**config.mk**
```make
export PLATFORM = sky130hd
export DESIGN_NAME = usb_fs_rx_engine
export DESIGN_NICKNAME = d
export VERILOG_FILES = /design/src/rtl/usb_fs_rx_engine.sv
export SDC_FILE = /design/constraint.sdc
export NUM_CORES = 1
export LEC_CHECK = 0
export ABC_AREA = 1
export BUFFER_PORTS_ARGS = -buffer_cell sky130_fd_sc_hd__buf_2
export CORE_UTILIZATION = 52
export DETAILED_ROUTE_END_ITERATION = 8
export GPL_TIMING_DRIVEN = 0
export PLACE_DENSITY = 0.83
export RECOVER_POWER = 50
export SLEW_MARGIN = 20
export SYNTH_ARGS = -nofsm -noshare
export SYNTH_HDL_FRONTEND = slang
export SYNTH_SLANG_ARGS = --single-unit
```
**constraint.sdc**
```tcl
create_clock -name clk -period 1.55 [get_ports clk]
set_clock_uncertainty 0.05 [all_clocks]
set_input_delay 0.0775 -clock clk [delete_from_list [all_inputs] [get_ports clk]]
set_output_delay 0.0775 -clock clk [all_outputs]
set_load 0.02 [all_outputs]
```
**src/rtl/usb_fs_rx_engine.sv**
```systemverilog
module usb_fs_rx_engine #(
  parameter int MIN_ALT = 4,
  parameter int RUN_MAX = 6,
  parameter int BYTE_W  = 8
) (
  input  logic              clk,
  input  logic              rst_n,
  input  logic              bit_stb,
  input  logic [1:0]        line_st,
  output logic [BYTE_W-1:0] rx_data,
  output logic              rx_valid,
  output logic              rx_active,
  output logic              rx_error
);
  localparam int AW = $clog2(MIN_ALT + 1);
  localparam int OW = $clog2(RUN_MAX + 1);
  localparam int BW = $clog2(BYTE_W);
  localparam logic [1:0] SYM_SE0 = 2'b00;
  localparam logic [1:0] SYM_J   = 2'b01;
  localparam logic [1:0] SYM_K   = 2'b10;
  localparam logic [AW-1:0] ALT_TOP = AW'(MIN_ALT);
  localparam logic [OW-1:0] RUN_TOP = OW'(RUN_MAX);
  localparam logic [BW-1:0] BIT_TOP = BW'(BYTE_W - 1);

  typedef enum logic [0:0] {ST_HUNT, ST_DATA} st_t;

  st_t              state;
  logic [1:0]       prev_sym;
  logic [AW-1:0]    alt_cnt;
  logic [OW-1:0]    ones_cnt;
  logic [BW-1:0]    bit_cnt;
  logic [1:0]       se0_cnt;
  logic [BYTE_W-1:0] shreg;

  logic is_jk, dec_bit, sym_chg;
  assign is_jk   = (line_st == SYM_J) || (line_st == SYM_K);
  assign sym_chg = (line_st != prev_sym);
  assign dec_bit = !sym_chg;

  always_ff @(posedge clk) begin
    if (!rst_n) begin
      state     <= ST_HUNT;
      prev_sym  <= SYM_J;
      alt_cnt   <= '0;
      ones_cnt  <= '0;
      bit_cnt   <= '0;
      se0_cnt   <= '0;
      shreg     <= '0;
      rx_data   <= '0;
      rx_valid  <= 1'b0;
      rx_active <= 1'b0;
      rx_error  <= 1'b0;
    end else begin
      rx_valid <= 1'b0;
      rx_error <= 1'b0;
      if (bit_stb) begin
        prev_sym <= line_st;
        if (state == ST_HUNT) begin
          if (!is_jk) begin
            alt_cnt <= '0;
          end else if (sym_chg) begin
            if (alt_cnt != ALT_TOP) alt_cnt <= alt_cnt + 1'b1;
          end else if (line_st == SYM_K && alt_cnt == ALT_TOP) begin
            state     <= ST_DATA;
            rx_active <= 1'b1;
            alt_cnt   <= '0;
            ones_cnt  <= '0;
            bit_cnt   <= '0;
            se0_cnt   <= '0;
          end else begin
            alt_cnt <= '0;
          end
        end else begin
          if (line_st == SYM_SE0) begin
            if (se0_cnt != 2'd2) se0_cnt <= se0_cnt + 1'b1;
          end else if (!is_jk) begin
            state     <= ST_HUNT;
            rx_active <= 1'b0;
            rx_error  <= 1'b1;
          end else if (se0_cnt != 2'd0) begin
            state     <= ST_HUNT;
            rx_active <= 1'b0;
            se0_cnt   <= '0;
            if (!(se0_cnt == 2'd2 && line_st == SYM_J)) rx_error <= 1'b1;
          end else if (ones_cnt == RUN_TOP) begin
            if (dec_bit) begin
              state     <= ST_HUNT;
              rx_active <= 1'b0;
              rx_error  <= 1'b1;
            end else begin
              ones_cnt <= '0;
            end
          end else begin
            ones_cnt <= dec_bit ? ones_cnt + 1'b1 : '0;
            shreg    <= {dec_bit, shreg[BYTE_W-1:1]};
            bit_cnt  <= bit_cnt + 1'b1;
            if (bit_cnt == BIT_TOP) begin
              bit_cnt  <= '0;
              rx_data  <= {dec_bit, shreg[BYTE_W-1:1]};
              rx_valid <= 1'b1;
            end
          end
        end
      end
    end
  end

  assert_valid_pulse_R4: assert property (@(posedge clk) disable iff (!rst_n)
    rx_valid |=> !rx_valid);
  assert_valid_in_packet_R4: assert property (@(posedge clk) disable iff (!rst_n)
    rx_valid |-> rx_active);
  assert_error_ends_active_R8: assert property (@(posedge clk) disable iff (!rst_n)
    rx_error |-> !rx_active);
  assert_error_pulse_R9: assert property (@(posedge clk) disable iff (!rst_n)
    rx_error |=> !rx_error);
  assert_active_rises_on_strobe_R2: assert property (@(posedge clk) disable iff (!rst_n)
    $rose(rx_active) |-> $past(bit_stb));
  assert_idle_clock_stable_R10: assert property (@(posedge clk) disable iff (!rst_n)
    !bit_stb |=> ($stable(rx_active) && $stable(rx_data) && !rx_valid));
endmodule

```
### Word-level counts from Yosys, hierarchy flattened

Index checks and enable logic that the tools add are counted.

| word-level totals | value |
|---|---|
| register bits | 33 |
| output and inout bits | 11 |
| bits of input ports | 5 |
| word-level logic and storage cells | 110 |

| cells by class | value |
|---|---|
| reductions and logical operators | 18 |
| eq/ne operators | 19 |
| $add $sub $neg | 4 |
| muxes and demuxes | 51 |
| bitwise gates (word level) | 7 |

Operators with widths:

| kind | count |
|---|---|
| two-way mux 3 bit | 19 |
| two-way mux 1 bit | 24 |
| AND reduction 7 bit | 3 |
| two-way mux 2 bit | 8 |
| AND reduction 8 bit | 2 |
| inequality test 2 bit (second input constant) | 5 |
| adder 3 x 1 -> 3 bit (second input constant) | 3 |
| == test 3 bit (second input constant) | 3 |
| nonzero test 2 bit | 4 |
| NOT 1 bit | 7 |
| OR reduction 7 bit | 1 |
| inequality test 3 x 2 -> 1 bit (second input constant) | 2 |
| inequality test 3 bit (second input constant) | 2 |
| AND reduction 6 bit | 1 |
| inequality test 5 bit (second input constant) | 1 |
| == test 2 bit (second input constant) | 2 |
| inequality test 4 x 2 -> 1 bit (second input constant) | 1 |
| OR reduction 4 bit | 1 |
| inequality test 3 x 1 -> 1 bit (second input constant) | 1 |
| AND reduction 3 bit | 1 |
| adder 2 x 1 -> 2 bit (second input constant) | 1 |
| == test 2 x 1 -> 1 bit (second input constant) | 1 |
| logical AND 1 bit | 2 |
| zero test 2 bit | 1 |
| 3 further kinds | 3 |

### Longest topological paths before layout

Gate-level depths: netlist (run 1).

| depth | value |
|---|---|
| depth in word-level cells | 7 |
| depth in mapped cells | 11 |
| gate-level depth less buffers | 11 |

### Least setup slack after synthesis (run 1)

OpenSTA, ideal clock, no wires.

| path | value |
|---|---|
| path kind | register -> register |
| start point | reg se0_cnt[0] |
| end point | reg rx_data[1] |
| cell stages (with the launch flop) | 11 |
| library setup time | 0.116 ns |
| arrival | 1.300 ns |
| data required time | 1.384 ns |
| clock period less this slack | 1.466 ns |
| buffers on the path | 1 |
| setup slack | 0.084 ns |
| cells stage by stage | dfxtp_1 -> inv_1 -> ha_1 -> nand2_1 -> inv_1 -> nand4_4 -> nor2_4 -> buf_6 -> inv_2 -> nor2_1 -> nor2_1 |

| on the way | value |
|---|---|
| longest elaborated chain between the ends | 3 |

Ends and longest elaborated chain:

| item | RTL line | source |
|---|---|---|
| start: declaration | 32 | `logic [1:0] se0_cnt;` |
| start signal: assignment | 75 | `if (se0_cnt != 2'd2) se0_cnt <= se0_cnt + 1'b1;` |
| nonzero test 2 bit | 80 | `end else if (se0_cnt != 2'd0) begin` |
| NOT 1 bit (no line) | n/a |  |
| AND reduction 7 bit (no line) | n/a |  |
| end signal: assignment | 99 | `rx_data <= {dec_bit, shreg[BYTE_W-1:1]};` |
| end: declaration | 10 | `output logic [BYTE_W-1:0] rx_data,` |

Every way passes these cells.
A chain may end at the register's enable or synchronous reset.

### Worst setup path after layout (run 1)

| path | value |
|---|---|
| start point | reg se0_cnt[0] |
| end point | reg shreg[7] |

| on the way | value |
|---|---|
| longest elaborated chain between the ends | 3 |

Ends and longest elaborated chain:

| item | RTL line | source |
|---|---|---|
| nonzero test 2 bit | 80 |  |
| NOT 1 bit (no line) | n/a |  |
| AND reduction 6 bit (no line) | n/a |  |
| end signal: assignment | 95 | `shreg <= {dec_bit, shreg[BYTE_W-1:1]};` |
| end: declaration | 33 | `logic [BYTE_W-1:0] shreg;` |

Every way passes these cells.

==> results_dict.tcl, run 1 <==
set metrics [dict create \
    status "finished, violations left" \
    violations "setup timing" \
    reg2reg_setup_slack_ns -0.01 \
    final_nets 292 \
    ys_seq_area_frac 0.382 \
    yosysWarnings 0 \
    syn_area_per_cell_um2 6.92 \
    antenna_found_initial 0 \
    syn_area_um2 1680 \
    r2r_cells 9 \
    crit_path_frequent_cell "buf_4" \
    peakVddDrop_v 0.000536 \
    first_pass_iters 4 \
    relSlewSlack 0.675 \
    io_buffers 13 \
    path_clk_slew_ns 0.11 \
    max_stage_delay_ns 0.34 \
    num_vias 1611 \
    power_density_nw_per_um2 856 \
    synth_cells 242 \
    crit_type "reg2reg" \
    place.gp.congestion 0.873 \
    synth-compound-area-share 0.134 \
    routed_wl_mm 3.88 \
    seq_area_um2 646 \
    first_global_vias 1293 \
    wire_per_inst_um 12.1 \
    io_pins 16 \
    utilization 0.677 \
    detail_route.vias_per_cell 5.03 \
    fp.dieW_um 58.8 \
    crit_path_top_delay_cell "dfxtp_2" \
    coreArea_um2 3050 \
    multi_input_area_um2 927 \
    rsz0062_at_grt "true" \
    cts_root_buf "clkbuf_4" \
    grt_pass1_wl_mm 5.44 \
    drive_above_1_share 0.210 \
    track_usage 0.213 \
    setup_slack_ns -0.00962 \
    grt.overflow.total 0 \
    drt_drc_violations_left 0 \
    synth-xor-area-share 0.00523 \
    startpoint "se0_cnt[0]" \
    r2r_start "se0_cnt[0]" \
    synth_cell_types 25 \
    maxCapViolCount 0 \
    cts_inserted_buffers 5 \
    num_antenna_cells 0 \
    hold_path.class "in2reg" \
    drt_iter0_markers 90 \
    synth_top_family_by_area "simple AND/OR/NAND/NOR gates" \
    period_minus_slack_ns 1.56 \
    synth_top_cell_area_share 0.382 \
    yosys.area_share.simple 0.282 \
    synth.area.top_cells "dfxtp_1, nand2_1, ha_1, inv_1, nor2_1" \
    yosys.area.top_type "dfxtp_1" \
    clk_latency_ns 0.35 \
    timing.final.hold_violations 0 \
    setup_violations 1 \
    tightest_slew_ns 0.487 \
    critPathCaptureType "register" \
    synthAdderAreaFrac 0.0896 \
    cellLeakagePower_nw 0.972 \
    finalCritPeriodShare 1.01 \
    num_rows 20 \
    fillers 262 \
    start_kind "register" \
    syn_nets 259 \
    hpwl_mm 2.28 \
    cts_tree "yes" \
    dieHeight_um 58.8 \
    cts_max_level 2 \
    area_growth_pct 23.3 \
    synth_seq_cells 32 \
    numClockSinks 32 \
    instances_no_fill 320 \
    rr_endpoint "shreg[7]" \
    cts_buffer_depth 2 \
    die_area_um2 3450 \
    grt_max_degree 12 \
    finalMaxSlewViolations 0 \
    min_path_cells 5 \
    fmax_ghz 0.641 \
    ant_nets 0 \
    crit_chain "inv_4 -> ha_4 -> nand2_4 -> inv_2 -> nand4_4 -> buf_4 -> buf_4 -> o21ai_0 -> a21oi_1" \
    cp.required_ns 1.75 \
    cp_max_fo 4 \
    yosys-mux-area-fraction 0 \
    dp_cells 299 \
    start_util 0.549 \
    critPathCapture "shreg[7]" \
    cp.arrival_ns 1.76 \
]
==> per-layer routing <==
metal | routed length [um] | global-route usage | vias up
met4 | 108 | 0.0918 | 0
met5 | 0 | 0 | -
met3 | 194 | 0.0725 | 12
li1 | - | - | 827
met1 | 1750 | 0.260 | 728
met2 | 1820 | 0.343 | 44
==> cell usage after synthesis, drive strengths merged <==
master,instances
nand3b,1
nand4,2
nor2,32
nand2,63
xnor2,1
a21oi,21
buf,5
nand3,11
clkbuf,1
inv,36
a31oi,1
o21ai,20
nor3,2
a211oi,1
clkinv,1
dfxtp,32
ha,12
==> worst min-delay path by stage <==
stage,end,startpoint
after global placement,prev_sym[1],bit_stb
final,rx_data[7],line_st[0]
after global routing,rx_data[7],line_st[0]
after floorplan,prev_sym[0],line_st[0]
after CTS,rx_data[7],line_st[0]
after detailed placement,prev_sym[1],bit_stb
==> sequential cells by signal (all words and copies together) (netlist names) <==
signal	flops
rx_active	1
state	1
rx_data	8
se0_cnt	2
prev_sym	2
rx_valid	1
ones_cnt	3
alt_cnt	3
rx_error	1
shreg	7
bit_cnt	3
==> worst max-delay path: cells and delay by family (launching register included) <==
kind,cells,cell delay [ns]
adder cells (fa/ha/maj),1,0.15
flip-flops,1,0.34
buffers and inverters,4,0.45
AND/OR/NAND/NOR,2,0.21
AO/OA/AOI/OAI,2,0.25
==> cells in the final DEF (no fill, tap or decap), drive strengths merged <==
master / count
buf: 16
a21oi: 21
clkinv: 2
nor2: 32
inv: 36
nand4: 2
ha: 12
xnor2: 1
a31oi: 1
a211oi: 1
nand3b: 1
nor3: 2
dlygate4sd3: 4
o21ai: 20
bufinv: 1
clkinvlp: 1
dfxtp: 32
nand3: 11
clkbuf: 17
nand2: 63
==> logic make-up after synthesis <==
kind of cell	after synthesis
flip-flops	32
AO/OA/AOI/OAI	43
XOR/XNOR	1
adder cells (fa/ha/maj)	12
AND/OR/NAND/NOR	111
buffers and inverters	43
==> per-stage QoR <==
| step | area, um^2 | setup slack [ns] | hold WS (ns) | setup TNS [ns] | power, mW |
|---|---|---|---|---|---|
| after floorplan | 1680 | 0.0845 | 0.154 | 0 | 1.03 |
| after global placement | 1800 | -0.0847 | 0.297 | -0.621 | 1.07 |
| after detailed placement | 1800 | -0.0940 | 0.301 | -0.769 | 1.07 |
| after CTS | 1950 | 0.0152 | 0.177 | 0 | 1.74 |
| after global routing | 2070 | -0.0823 | 0.252 | -0.294 | 1.86 |
| final | 2070 | -0.00962 | 0.216 | -0.00962 | 1.77 |
==> cell type report <==
cell class	instances	area share
Buffer	6	0.0194
Clock buffer	5	0.0182
Clock inverter	3	0.0206
Inverter	37	0.0690
Multi-Input combinational cell	167	0.449
Sequential cell	32	0.313
Tap cell	44	0.0267
Timing Repair Buffer	26	0.0848
==> power breakdown <==
| part | internal [mW] | leakage (nW) | switching [mW] |
|---|---|---|---|
| logic | 0.0881 | 0.670 | 0.160 |
| registers | 0.846 | 0.261 | 0.0138 |
| clock network | 0.336 | 0.0412 | 0.324 |
==> repair_timing <==
item	4_1_cts	5_1_grt
setup endpoints to repair	12	20
buffers inserted	2	7
gates resized for setup	4	31
hold endpoints to repair	5	0
pin swaps	2	13
hold buffers	4	0
(Power assumes the default switching activity.)
==> inputs of run 2 (changes only) <==
Settings changed: BUFFER_PORTS_ARGS -buffer_cell sky130_fd_sc_hd__buf_2 to unset, CAP_MARGIN set to 15, CORE_MARGIN set to 2, CORE_UTILIZATION 52 to 56, DONT_BUFFER_PORTS set to 1.
==> results_dict.tcl, run 2 (synthesized netlist as in run 1, its figures left out) <==
set metrics [dict create \
    first_pass_iters 6 \
    ant_nets 0 \
    area_growth_pct 18.3 \
    timing.final.hold_violations 0 \
    cts_root_buf "clkbuf_4" \
    critPathTopFamily "buffers and inverters" \
    cts_tree "yes" \
    num_rows 19 \
    place.gp.congestion 0.840 \
    detail_route.vias_per_cell 5.21 \
    drive_above_1_share 0.192 \
    final_common_cell "nand2_1" \
    io_pins 16 \
    utilization 0.707 \
    finalMaxSlewViolations 0 \
    tightest_slew_ns 0.430 \
    largest_reg_flops 8 \
    layout_common_cells "nand2_1, inv_1, dfxtp_1" \
    fp.dieW_um 58.7 \
    crit_path_top_delay_cell "dfxtp_2" \
    intPower_mw 1.27 \
    cp.arrival_ns 1.68 \
    period_minus_slack_ns 1.49 \
    grt_use_met3 0.0549 \
    numClockSinks 32 \
    num_vias 1541 \
    cts_max_level 2 \
    final_nets 281 \
    maxCapViolCount 0 \
    pwr-share-clk 0.370 \
    status "finished, violations left" \
    dieHeight_um 58.7 \
    regMostFlops "rx_data" \
    antenna_found_initial 0 \
    drt_drc_violations_left 2 \
    cts_buffer_depth 2 \
    rsz0062_at_grt "true" \
    relSlewSlack 0.713 \
    grt_max_degree 12 \
    routed_wl_mm 3.57 \
    violations "DRC" \
    cp_max_fo 6 \
    crit_chain "inv_2 -> ha_4 -> nand2_4 -> inv_4 -> nand4_4 -> clkbuf_4 -> buf_4 -> o21ai_0 -> a21oi_1" \
    die_area_um2 3450 \
    coreArea_um2 2810 \
    swShare 0.270 \
    pwr-share-seq 0.494 \
    cts_inserted_buffers 5 \
    num_antenna_cells 0 \
    max_stage_delay_ns 0.33 \
    hold_path.class "in2reg" \
    power_density_nw_per_um2 876 \
    drt_iter0_markers 82 \
    globalRouteMet1Util 0.285 \
    cp.required_ns 1.74 \
    crit_type "reg2reg" \
    setup_violations 0 \
    fillers 220 \
    clk_latency_ns 0.34 \
    grt.overflow.total 0 \
    cellLeakagePower_nw 0.957 \
    start_util 0.597 \
    path_clk_slew_ns 0.11 \
    critPathCaptureType "register" \
    gr-max-usage-layer "met2" \
    grt_pass1_wl_mm 5.67 \
    peakVddDrop_v 0.000467 \
    combPwrFrac 0.135 \
    io_buffers 0 \
    hold-worst-slack_ns 0.0156 \
    pre_cts_ws_ns -0.101 \
    fmax_ghz 0.670 \
    track_usage 0.216 \
    gr-usage-met2 0.347 \
    p_switching_uw 469 \
    crit_buf_inv 4 \
    largestRegisters "rx_data: 8 flops, shreg: 7 flops" \
    setup_slack_ns 0.0574 \
    first_global_vias 1306 \
    wire_per_inst_um 12.0 \
    finalCritPeriodShare 0.963 \
    hpwl_mm 2.23 \
    start_kind "register" \
]
## run 2: cell type report
class	instances	area, um^2	share of cell area
plain buffers	6	40.0	0.0202
clock buffers	5	37.5	0.0189
clock inverters	3	42.5	0.0215
inverters	37	145	0.0732
multi-input cells	167	911	0.460
flip-flops and latches	32	644	0.325
well taps	31	38.8	0.0196
repair buffers	15	123	0.0619
## run 2: layer usage
metal	part of all wire	wire, um
met5	0	0
met4	0.013	45
met3	0.043	154
met2	0.48	1700
met1	0.47	1670
## run 2: power groups by stage
stage          combinational (mW)  clock (mW)  sequential [mW]
4_1_cts                     0.207       0.646            0.858
5_1_grt                     0.269       0.705            0.862
2_1_floorplan               0.155           0            0.874
6_report                    0.235       0.643            0.859
3_5_place_dp                0.189           0            0.877
3_3_place_gp                0.187           0            0.876
## run 2: worst reg2reg max path, stage by stage, from the launching register on
cell      delay [ns]
dfxtp_2         0.33
inv_2           0.08
ha_4            0.16
nand2_4         0.06
inv_4           0.06
nand4_4         0.15
clkbuf_4        0.17
buf_4           0.13
o21ai_0         0.15
a21oi_1         0.05
## run 2: metrics by stage
stage               TNS [ns]  power [mW]  cells  cell area [um^2]
finish                     0        1.74    296              1980
global route          -0.113        1.84    296              1980
CTS                 -0.00441        1.71    288              1880
detailed placement    -0.595        1.07    273              1710
global placement      -0.398        1.06    273              1710
floorplan                  0        1.03    242              1680
## run 2: final timing paths
kind	cells past startpoint	end	from	slack, ns
worst max-delay path	9	shreg[1]	se0_cnt[0]	0.06
worst min-delay path	3	state	rst_n	0.02
worst max register to register	9	shreg[1]	se0_cnt[0]	0.06
worst min register to register	2	shreg[1]	shreg[1]	0.41
## run 2: repair_timing
action                     CTS  global route
setup buffers                2             7
pin swaps                    2            10
hold endpoints to repair     2             0
resized for setup            5            20
gates cloned                 0             1
setup endpoints to repair   14            20
hold buffers                 5             0
